$ cat src/rtl/vcs_pkg.sv
package vcs_pkg;
  parameter int VCS_BYTE_W   = 8;
  parameter int VCS_ADDR_W   = 3;
  parameter int VCS_MASTER_W = 7;
  parameter int VCS_CH_W     = 5;
  parameter int VCS_NUM_CH   = 6;
  parameter int VCS_SYNC_N   = 2;
endpackage

$ cat src/rtl/vcs_sync.sv
module vcs_sync #(
  parameter int W = 4,
  parameter int STAGES = 2,
  parameter logic [W-1:0] RST_VAL = '0
) (
  input  logic         clk,
  input  logic         rst,
  input  logic [W-1:0] d_in,
  output logic [W-1:0] d_out
);
  logic [W-1:0] st [STAGES];

  genvar s;
  generate
    for (s = 0; s < STAGES; s++) begin : g_stage
      always_ff @(posedge clk) begin
        if (rst) st[s] <= RST_VAL;
        else if (s == 0) st[s] <= d_in;
        else st[s] <= st[(s == 0) ? 0 : s-1];
      end
    end
  endgenerate

  assign d_out = st[STAGES-1];
endmodule

$ cat src/rtl/vcs_shift.sv
module vcs_shift #(
  parameter int BYTE_W = 8,
  localparam int CNT_W = $clog2(BYTE_W)
) (
  input  logic              clk,
  input  logic              rst,
  input  logic              sclk_s,
  input  logic              sdata_s,
  input  logic              wr_n_s,
  output logic              byte_vld,
  output logic [BYTE_W-1:0] byte_out
);
  logic             sclk_q;
  logic [BYTE_W-1:0] sh;
  logic [CNT_W-1:0]  cnt;
  logic             fall;

  assign fall = sclk_q & ~sclk_s;

  always_ff @(posedge clk) begin
    if (rst) begin
      sclk_q   <= 1'b0;
      sh       <= '0;
      cnt      <= '0;
      byte_vld <= 1'b0;
      byte_out <= '0;
    end else begin
      sclk_q   <= sclk_s;
      byte_vld <= 1'b0;
      if (wr_n_s) begin
        cnt <= '0;
      end else if (fall) begin
        sh <= {sh[BYTE_W-2:0], sdata_s};
        if (cnt == CNT_W'(BYTE_W-1)) begin
          cnt      <= '0;
          byte_vld <= 1'b1;
          byte_out <= {sh[BYTE_W-2:0], sdata_s};
        end else begin
          cnt <= cnt + 1'b1;
        end
      end
    end
  end


  cnt_clear_chk: assert property (@(posedge clk) disable iff (rst)
    wr_n_s |=> (cnt == '0 && !byte_vld));


  byte_pulse_chk: assert property (@(posedge clk) disable iff (rst)
    byte_vld |=> !byte_vld);
endmodule

$ cat src/rtl/vcs_stage.sv
module vcs_stage #(
  parameter int BYTE_W   = 8,
  parameter int ADDR_W   = 3,
  parameter int MASTER_W = 7,
  parameter int CH_W     = 5,
  parameter int NUM_CH   = 6,
  localparam int CV_W    = NUM_CH * CH_W
) (
  input  logic                clk,
  input  logic                rst,
  input  logic                byte_vld,
  input  logic [BYTE_W-1:0]   byte_in,
  output logic [MASTER_W-1:0] sh_m,
  output logic                sh_mm,
  output logic [CV_W-1:0]     sh_c,
  output logic [NUM_CH-1:0]   sh_cm
);
  localparam logic [ADDR_W-1:0] ADDR_NONE = '1;

  logic [ADDR_W-1:0] addr_q;
  logic              is_addr;

  assign is_addr = byte_in[BYTE_W-1];

  always_ff @(posedge clk) begin
    if (rst) begin
      addr_q <= ADDR_NONE;
      sh_m   <= '0;
      sh_mm  <= 1'b1;
      sh_c   <= '1;
      sh_cm  <= '0;
    end else if (byte_vld) begin
      if (is_addr) begin
        addr_q <= byte_in[ADDR_W-1:0];
      end else begin
        if (addr_q == '0) begin
          sh_m  <= byte_in[MASTER_W-1:0];
          sh_mm <= 1'b0;
        end
        for (int i = 0; i < NUM_CH; i++) begin
          if (addr_q == ADDR_W'(i+1)) begin
            sh_c[i*CH_W +: CH_W] <= byte_in[CH_W-1:0];
            sh_cm[i]             <= ~byte_in[CH_W];
          end
        end
      end
    end
  end


  addr_byte_keeps_data_chk: assert property (@(posedge clk) disable iff (rst)
    (byte_vld && is_addr) |=> ($stable(sh_m) && $stable(sh_c) && $stable(sh_cm) && $stable(sh_mm)));


  none_sel_ignored_chk: assert property (@(posedge clk) disable iff (rst)
    (byte_vld && !is_addr && addr_q == ADDR_NONE) |=> ($stable(sh_m) && $stable(sh_c) && $stable(sh_cm) && $stable(sh_mm)));


  data_keeps_addr_chk: assert property (@(posedge clk) disable iff (rst)
    (byte_vld && !is_addr) |=> $stable(addr_q));
endmodule

$ cat src/rtl/vcs_hold.sv
module vcs_hold #(
  parameter int MASTER_W = 7,
  parameter int CH_W     = 5,
  parameter int NUM_CH   = 6,
  localparam int CV_W    = NUM_CH * CH_W
) (
  input  logic                clk,
  input  logic                rst,
  input  logic                load,
  input  logic [MASTER_W-1:0] sh_m,
  input  logic                sh_mm,
  input  logic [CV_W-1:0]     sh_c,
  input  logic [NUM_CH-1:0]   sh_cm,
  output logic [MASTER_W-1:0] master_code,
  output logic                master_mute,
  output logic [CV_W-1:0]     ch_code,
  output logic [NUM_CH-1:0]   ch_mute
);
  always_ff @(posedge clk) begin
    if (rst) begin
      master_code <= '0;
      master_mute <= 1'b1;
      ch_code     <= '1;
      ch_mute     <= '0;
    end else if (load) begin
      master_code <= sh_m;
      master_mute <= sh_mm;
      ch_code     <= sh_c;
      ch_mute     <= sh_cm;
    end
  end


  hold_without_load_chk: assert property (@(posedge clk) disable iff (rst)
    !load |=> ($stable(master_code) && $stable(master_mute) && $stable(ch_code) && $stable(ch_mute)));


  master_mute_no_rise_chk: assert property (@(posedge clk) disable iff (rst)
    !$rose(master_mute));
endmodule

$ cat src/rtl/vcs_top.sv
module vcs_top
  import vcs_pkg::*;
#(
  parameter int BYTE_W   = VCS_BYTE_W,
  parameter int ADDR_W   = VCS_ADDR_W,
  parameter int MASTER_W = VCS_MASTER_W,
  parameter int CH_W     = VCS_CH_W,
  parameter int NUM_CH   = VCS_NUM_CH,
  parameter int SYNC_N   = VCS_SYNC_N,
  localparam int CV_W    = NUM_CH * CH_W
) (
  input  logic                clk,
  input  logic                rst,
  input  logic                sclk,
  input  logic                sdata,
  input  logic                wr_n,
  input  logic                ld_n,
  output logic [MASTER_W-1:0] master_code,
  output logic                master_mute,
  output logic [CV_W-1:0]     ch_code,
  output logic [NUM_CH-1:0]   ch_mute
);
  logic [3:0] raw_in, syn;
  logic       ld_q, load;
  logic       byte_vld;
  logic [BYTE_W-1:0]   byte_q;
  logic [MASTER_W-1:0] sh_m;
  logic                sh_mm;
  logic [CV_W-1:0]     sh_c;
  logic [NUM_CH-1:0]   sh_cm;

  assign raw_in = {ld_n, wr_n, sdata, sclk};

  vcs_sync #(.W(4), .STAGES(SYNC_N), .RST_VAL(4'b1100)) u_sync (
    .clk(clk), .rst(rst), .d_in(raw_in), .d_out(syn)
  );

  always_ff @(posedge clk) begin
    if (rst) ld_q <= 1'b1;
    else     ld_q <= syn[3];
  end
  assign load = syn[3] & ~ld_q;

  vcs_shift #(.BYTE_W(BYTE_W)) u_shift (
    .clk(clk), .rst(rst), .sclk_s(syn[0]), .sdata_s(syn[1]), .wr_n_s(syn[2]),
    .byte_vld(byte_vld), .byte_out(byte_q)
  );

  vcs_stage #(.BYTE_W(BYTE_W), .ADDR_W(ADDR_W), .MASTER_W(MASTER_W),
              .CH_W(CH_W), .NUM_CH(NUM_CH)) u_stage (
    .clk(clk), .rst(rst), .byte_vld(byte_vld), .byte_in(byte_q),
    .sh_m(sh_m), .sh_mm(sh_mm), .sh_c(sh_c), .sh_cm(sh_cm)
  );

  vcs_hold #(.MASTER_W(MASTER_W), .CH_W(CH_W), .NUM_CH(NUM_CH)) u_hold (
    .clk(clk), .rst(rst), .load(load),
    .sh_m(sh_m), .sh_mm(sh_mm), .sh_c(sh_c), .sh_cm(sh_cm),
    .master_code(master_code), .master_mute(master_mute),
    .ch_code(ch_code), .ch_mute(ch_mute)
  );


  load_pulse_chk: assert property (@(posedge clk) disable iff (rst)
    load |=> !load);
endmodule

$ cat config.mk
export PLATFORM = sky130hd
export DESIGN_NAME = vcs_top
export DESIGN_NICKNAME = d
export VERILOG_FILES = /design/src/rtl/vcs_pkg.sv /design/src/rtl/vcs_sync.sv /design/src/rtl/vcs_shift.sv /design/src/rtl/vcs_stage.sv /design/src/rtl/vcs_hold.sv /design/src/rtl/vcs_top.sv
export SDC_FILE = /design/constraint.sdc
export NUM_CORES = 1
export LEC_CHECK = 0
export ABC_AREA = 0
export ABC_CLOCK_PERIOD_IN_PS = 1700
export BUFFER_PORTS_ARGS = -buffer_cell sky130_fd_sc_hd__buf_2
export CAP_MARGIN = 25
export CORE_ASPECT_RATIO = 0.9
export CORE_MARGIN = 1
export CORE_UTILIZATION = 40
export DETAILED_ROUTE_END_ITERATION = 12
export PLACE_DENSITY_LB_ADDON = 0.25
export SLEW_MARGIN = 20
export SYNTH_ARGS = -nofsm -noshare
export SYNTH_HDL_FRONTEND = slang
export SYNTH_SLANG_ARGS = --single-unit
$ cat constraint.sdc
create_clock -name clk -period 1.7 [get_ports clk]
set_clock_uncertainty 0.15 [all_clocks]
set_input_delay 0.085 -clock clk [delete_from_list [all_inputs] [get_ports clk]]
set_output_delay 0.085 -clock clk [all_outputs]
set_load 0.01 [all_outputs]
==> flow_summary.ini, run 1 <==
[synth]
synth-simple-area-share = 0.267
syn_nets = 468
synth_seq_area_share = 0.539
synth_fa_ha_area_frac = 0.00843
synth_top_family_by_area = simple AND/OR/NAND/NOR gates
syn_area_per_cell_um2 = 9.70
synth_xor_area_frac = 0
ys_ff_latch = 120
synth_edf_count = 0
ys_types = 28
synthMuxAreaShare = 0.121
synth.cell_area_um2 = 4450
synthArstFlopShare = 0
ys_warn_count = 0
netlist_instances = 459
synth_compound_area_frac = 0.0301
synth.top_cell.area_share = 0.539
yosysTopAreaCell = dfxtp_1
synth.area.top_cells = dfxtp_1, mux2i_1, nand2_1
ys.flop_type = dfxtp_1

[final_layout]
layout_common_cells = dfxtp_1, nand2_1, mux2i_1, buf_2, nor2_1
postLayoutCoreUtil = 0.508
multiInputGateArea_um2 = 1910
stdcell_count = 660
layout-drive-gt1-share = 0.209
fin_nets = 523
final_common_cell = dfxtp_1
regArea_um2 = 2400
insertedDiodeCount = 0
syn_to_final_growth_pct = 23.3
n_fill_cell = 992

[timing]
tightest_slew_ns = 0.551
finalHoldViolCount = 0
min_period_ns = 1.61
fin_ws_ns = 0.0920
fin_crit_sh = 0.946
setup_tns_ns = 0
grt_setup_unrepaired = no
maxSlewHeadroom = 0.631
finalSetupViolCount = 0
slew_violations = 0
fmax_mhz = 622

[place]
port_buffers = 49
dp_slack_ns = 0.0377
place_congestion = 0.739
hpwlAfterDp_mm = 5.56
dp.cells = 623

[die]
die_x_um = 113
dieArea_um2 = 11600
rows = 36
coreArea_um2 = 10800
num_io_pins = 50
start_util = 0.412
die_h_um = 102

[setup_path]
critPathArrivalTime_ns = 1.80
setup.worst_path.start_class = register
path_class = reg -> reg
critPathSlowestCell = dfxtp_1
cp_data_required_time_ns = 1.89
end_kind = register
slowest_delay_ns = 0.45
path_cells = nor3b_4 > and3_1 > mux2i_1
cp_max_fo = 6

[routing]
vias_per_cell = 4.71
firstDrtPassIters = 4
route.vias.total = 3110
wl_mm = 8.54
drt_iter0_drc = 128
drc = 0
drtAntennaViolNets = 0
wl_per_cell_um = 12.9

[pwr]
irDropWorstVdd_v = 0.000701
powerDensity_nw_per_um2 = 1190
p_leak_nw = 2.28

[global_route]
grt_max_degree = 52
grt_overflow_total = 0
grt_usage = 0.161
antenna_found_initial = 0
grt_pass1_wl_mm = 14.1
grt_pass1_vias = 3025

[run]
max_cap_viol_count = 0

[clock_tree]
numCtsBuffers = 17
ctsHtreeMaxLevel = 4
clk_latency_ns = 0.41
cts_num_sinks = 120
cts_tree = yes
clkTransAtPathRegs_ns = 0.05
clockBufferDepth = 2
root_buffer = clkbuf_16

[min_path]
min_path_type = in -> reg

[status]
status = complete, no violations
==> flip-flops by register name, indices dropped and copies added (netlist names), 6 cells and up <==
signal,count
u_hold.ch_code,30
u_stage.sh_c,30
u_shift.byte_out,8
u_sync.st,8
u_hold.master_code,7
u_shift.sh,7
u_stage.sh_m,7
u_hold.ch_mute,6
u_stage.sh_cm,6
==> worst max-delay path, delay by kind of cell (launching register included) <==
family           cells  cell delay (ns)
flip-flops           1             0.45
AND/OR/NAND/NOR      2             0.71
multiplexers         1             0.23
==> power breakdown <==
| group | internal (mW) | switching (mW) | total, mW |
|---|---|---|---|
| combinational | 0.0945 | 0.120 | 0.214 |
| sequential | 2.85 | 0.0160 | 2.86 |
| clock | 2.15 | 1.30 | 3.45 |
| total | 5.09 | 1.43 | 6.53 |
==> per-layer routing <==
layer	global-route usage	share of wire	vias up
met5	0	0	-
met4	0.0547	0.010	0
met3	0.0700	0.036	9
met2	0.264	0.46	52
met1	0.189	0.49	1428
li1	-	-	1621
==> synth_stat cells, types with 4 or more instances <==
cell      number
clkbuf_1      23
dfxtp_1      120
a21oi_1       13
nor2b_1        8
buf_2          5
and3_1         4
nor3_1         4
or2_2          6
o21ai_0        7
nand2_1       90
nor2_1        44
mux2i_1       54
nand3b_1      38
nand2b_1      21
==> metrics by stage <==
stage / power (mW) / hold WS, ns / area [µm²]
final: 6.53 / 0.250 / 5490
after global routing: 6.76 / 0.258 / 5490
after CTS: 6.61 / 0.224 / 5490
after detailed placement: 3.13 / 0.124 / 4850
after global placement: 3.13 / 0.119 / 4850
after floorplan: 3.06 / 0.0388 / 4450
==> cells by family (layout without fill, tap and decap cells) <==
family,count (synthesis),in the layout
and+or+nand+nor,225,225
AOI/OAI and AO/OA,24,24
muxes,54,54
adders and majority gates,3,3
buffers and inverters,33,101
DFF,120,120
==> final cells by class <==
class | count | area share
Multi-Input combinational cell | 306 | 0.348
Clock buffer | 17 | 0.0775
Clock inverter | 15 | 0.0283
Timing Repair Buffer | 68 | 0.0780
Sequential cell | 120 | 0.438
Inverter | 1 | 0.000684
Tap cell | 133 | 0.0303
==> timing repair <==
action | CTS | global route
endpoints found under the hold margin | 5 | 0
gates resized for setup | 0 | 1
setup buffers | 0 | 0
hold buffers | 5 | 0
setup endpoints to repair | 0 | 1
==> worst paths after layout <==
kind	cells after the start	startpoint	end	slack (ns)
max	3	u_shift.byte_vld$_SDFF_PP0_	u_stage.sh_c[13]$_SDFFE_PP1P_	0.09
min	3	wr_n	u_sync.st[0][2]$_SDFF_PP1_	0.25
max reg2reg	3	u_shift.byte_vld$_SDFF_PP0_	u_stage.sh_c[13]$_SDFFE_PP1P_	0.09
min reg2reg	1	u_sync.st[0][3]$_SDFF_PP1_	u_sync.st[1][3]$_SDFF_PP1_	0.26
Power figures use the tool's default switching activity.
==> inputs of run 2 (changes only) <==
--- a/config.mk
+++ b/config.mk
@@ -13,8 +13,10 @@
 export CORE_MARGIN = 1
 export CORE_UTILIZATION = 40
 export DETAILED_ROUTE_END_ITERATION = 12
+export MAX_ROUTING_LAYER = met4
 export PLACE_DENSITY_LB_ADDON = 0.25
-export SLEW_MARGIN = 20
+export SLEW_MARGIN = 5
 export SYNTH_ARGS = -nofsm -noshare
 export SYNTH_HDL_FRONTEND = slang
+export SYNTH_HIERARCHICAL = 1
 export SYNTH_SLANG_ARGS = --single-unit
==> flow_summary.ini, run 2 <==
[status]
status = complete, no violations

[setup_path]
setup.worst_path.start_class = register
crit_path_start = u_shift/cnt[0]$_SDFFE_PP0P_
r2r-start = u_shift/cnt[0]$_SDFFE_PP0P_
end_kind = register
cp_max_fo = 8
critPathArrivalTime_ns = 1.77
cp_data_required_time_ns = 1.89
path_class = reg -> reg

[final_layout]
postLayoutCoreUtil = 0.509
layout-drive-gt1-share = 0.233
layout_common_cells = dfxtp_1, mux2i_1, nor2_1, buf_2, a211o_1
final_common_cell = dfxtp_1
n_fill_cell = 992
insertedDiodeCount = 0
largestRegisters = u_hold/ch_code (30), u_stage/sh_c (30)
syn_to_final_growth_pct = 22.4
stdcell_count = 649
fin_nets = 492

[synth]
synth.area.top_cells = dfxtp_1, mux2i_1, a211o_1
ys.flop_type = dfxtp_1
synth.top_cell.area_share = 0.527
netlist_instances = 426
ys_types = 31
yosysTopAreaCell = dfxtp_1
ys_ff_latch = 120
synth_common_cells = dfxtp_1, mux2i_1, nor2_1, a211o_1, nand2_1
synthArstFlopShare = 0
syn_nets = 434
synth_edf_count = 0
synth.cell_area_um2 = 4550
syn_area_per_cell_um2 = 10.7
ys_warn_count = 6
synth_most_common_cell = dfxtp_1
synth_seq_area_share = 0.527

[clock_tree]
cts_num_sinks = 120
clockBufferDepth = 2
clkTransAtPathRegs_ns = 0.06
numCtsBuffers = 17
clk_latency_ns = 0.41
postCtsSetupRepairBufs = 0
ctsHtreeMaxLevel = 4
root_buffer = clkbuf_16
cts_tree = yes

[routing]
wl_per_cell_um = 13.3
wl_mm = 8.66
vias_per_cell = 4.68
drc = 0
drt_iter0_drc = 153
drtAntennaViolNets = 0
firstDrtPassIters = 4
route.vias.total = 3036

[timing]
grt_setup_unrepaired = no
fin_crit_sh = 0.932
finalHoldViolCount = 0
fin_ws_ns = 0.115
min_period_ns = 1.58
tightest_slew_ns = 0.457
setup_tns_ns = 0
fmax_mhz = 631
slew_violations = 0
maxSlewHeadroom = 0.695
finalSetupViolCount = 0

[pwr]
powerDensity_nw_per_um2 = 1180
p_leak_nw = 2.13
p_total_mw = 6.60
irDropWorstVdd_v = 0.000831

[place]
dp.cells = 612
place_congestion = 0.748
dp_slack_ns = 0.107
port_buffers = 49
hpwlAfterDp_mm = 5.57

[global_route]
grt_usage = 0.161
antenna_found_initial = 0
grt_pass1_vias = 2877
grt_overflow_total = 0
grt_pass1_wl_mm = 13.9
grt_max_degree = 59

[min_path]
worstHoldStart = ld_n
min_path_type = in -> reg

[die]
die_h_um = 103
coreArea_um2 = 10900
rows = 36
die_x_um = 114
num_io_pins = 50
start_util = 0.416
dieArea_um2 = 11800

[run]
max_cap_viol_count = 0
run 2: final cells by class:
type	instances	area, µm²	share of cell area
sequential	120	2400	0.431
multi-input combinational	275	1960	0.351
clock buffer	19	443	0.0794
timing repair buffer	69	435	0.0781
tap	152	190	0.0341
clock inverter	13	145	0.0260
inverter	1	3.75	0.000673
run 2: through the flow:
step	cell area (µm²)	hold slack, ns
2_1_floorplan	4550	0.00661
3_3_place_gp	4930	0.113
3_5_place_dp	4930	0.118
4_1_cts	5570	0.223
5_1_grt	5580	0.245
6_report	5580	0.247
run 2: cell families after synthesis:
group | after synthesis | synth area share
buffers and inverters | 31 | 0.0462
AO/OA/AOI/OAI | 50 | 0.0901
multiplexers | 59 | 0.130
adder cells (fa/ha/maj) | 2 | 0.00549
AND/OR/NAND/NOR | 164 | 0.201
flip-flops | 120 | 0.527
run 2: path summary, 6_finish.rpt:
check | to | cells past startpoint | slack, ns
worst max-delay path | u_shift/byte_out[3]$_SDFFE_PP0P_ | 6 | 0.12
worst min-delay path | u_sync/st[0][3]$_SDFF_PP1_ | 3 | 0.25
worst max register to register | u_shift/byte_out[3]$_SDFFE_PP0P_ | 6 | 0.12
worst min register to register | u_sync/st[1][2]$_SDFF_PP1_ | 1 | 0.25
run 2: report_power, final:
part           leakage, nW  total [mW]  internal, mW  switching [mW]
Sequential           0.974        2.86          2.85          0.0162
Clock                0.281        3.51          2.21            1.30
Combinational        0.876       0.225         0.102           0.123
run 2: worst max-delay path: stages (launching register included):
cell and delay [ns]:
dfxtp_2 0.34, ha_1 0.16, ha_1 0.18, nor4bb_2 0.28, buf_4 0.19, nand2_1 0.09
a21oi_2 0.13
run 2: timing repair:
item                                    4_1_cts  5_1_grt
hold endpoints to repair                     11        0
gates resized for setup                       0        2
hold buffers                                  5        0
endpoints found under the setup margin        0        2
run 2: layer usage:
layer,global-route usage,vias up,routed length (µm)
met2,0.254,48,4000
met3,0.0524,13,271
met1,0.187,1411,4230
li1,-,1564,-
met5,-,-,0
met4,0.0809,0,159
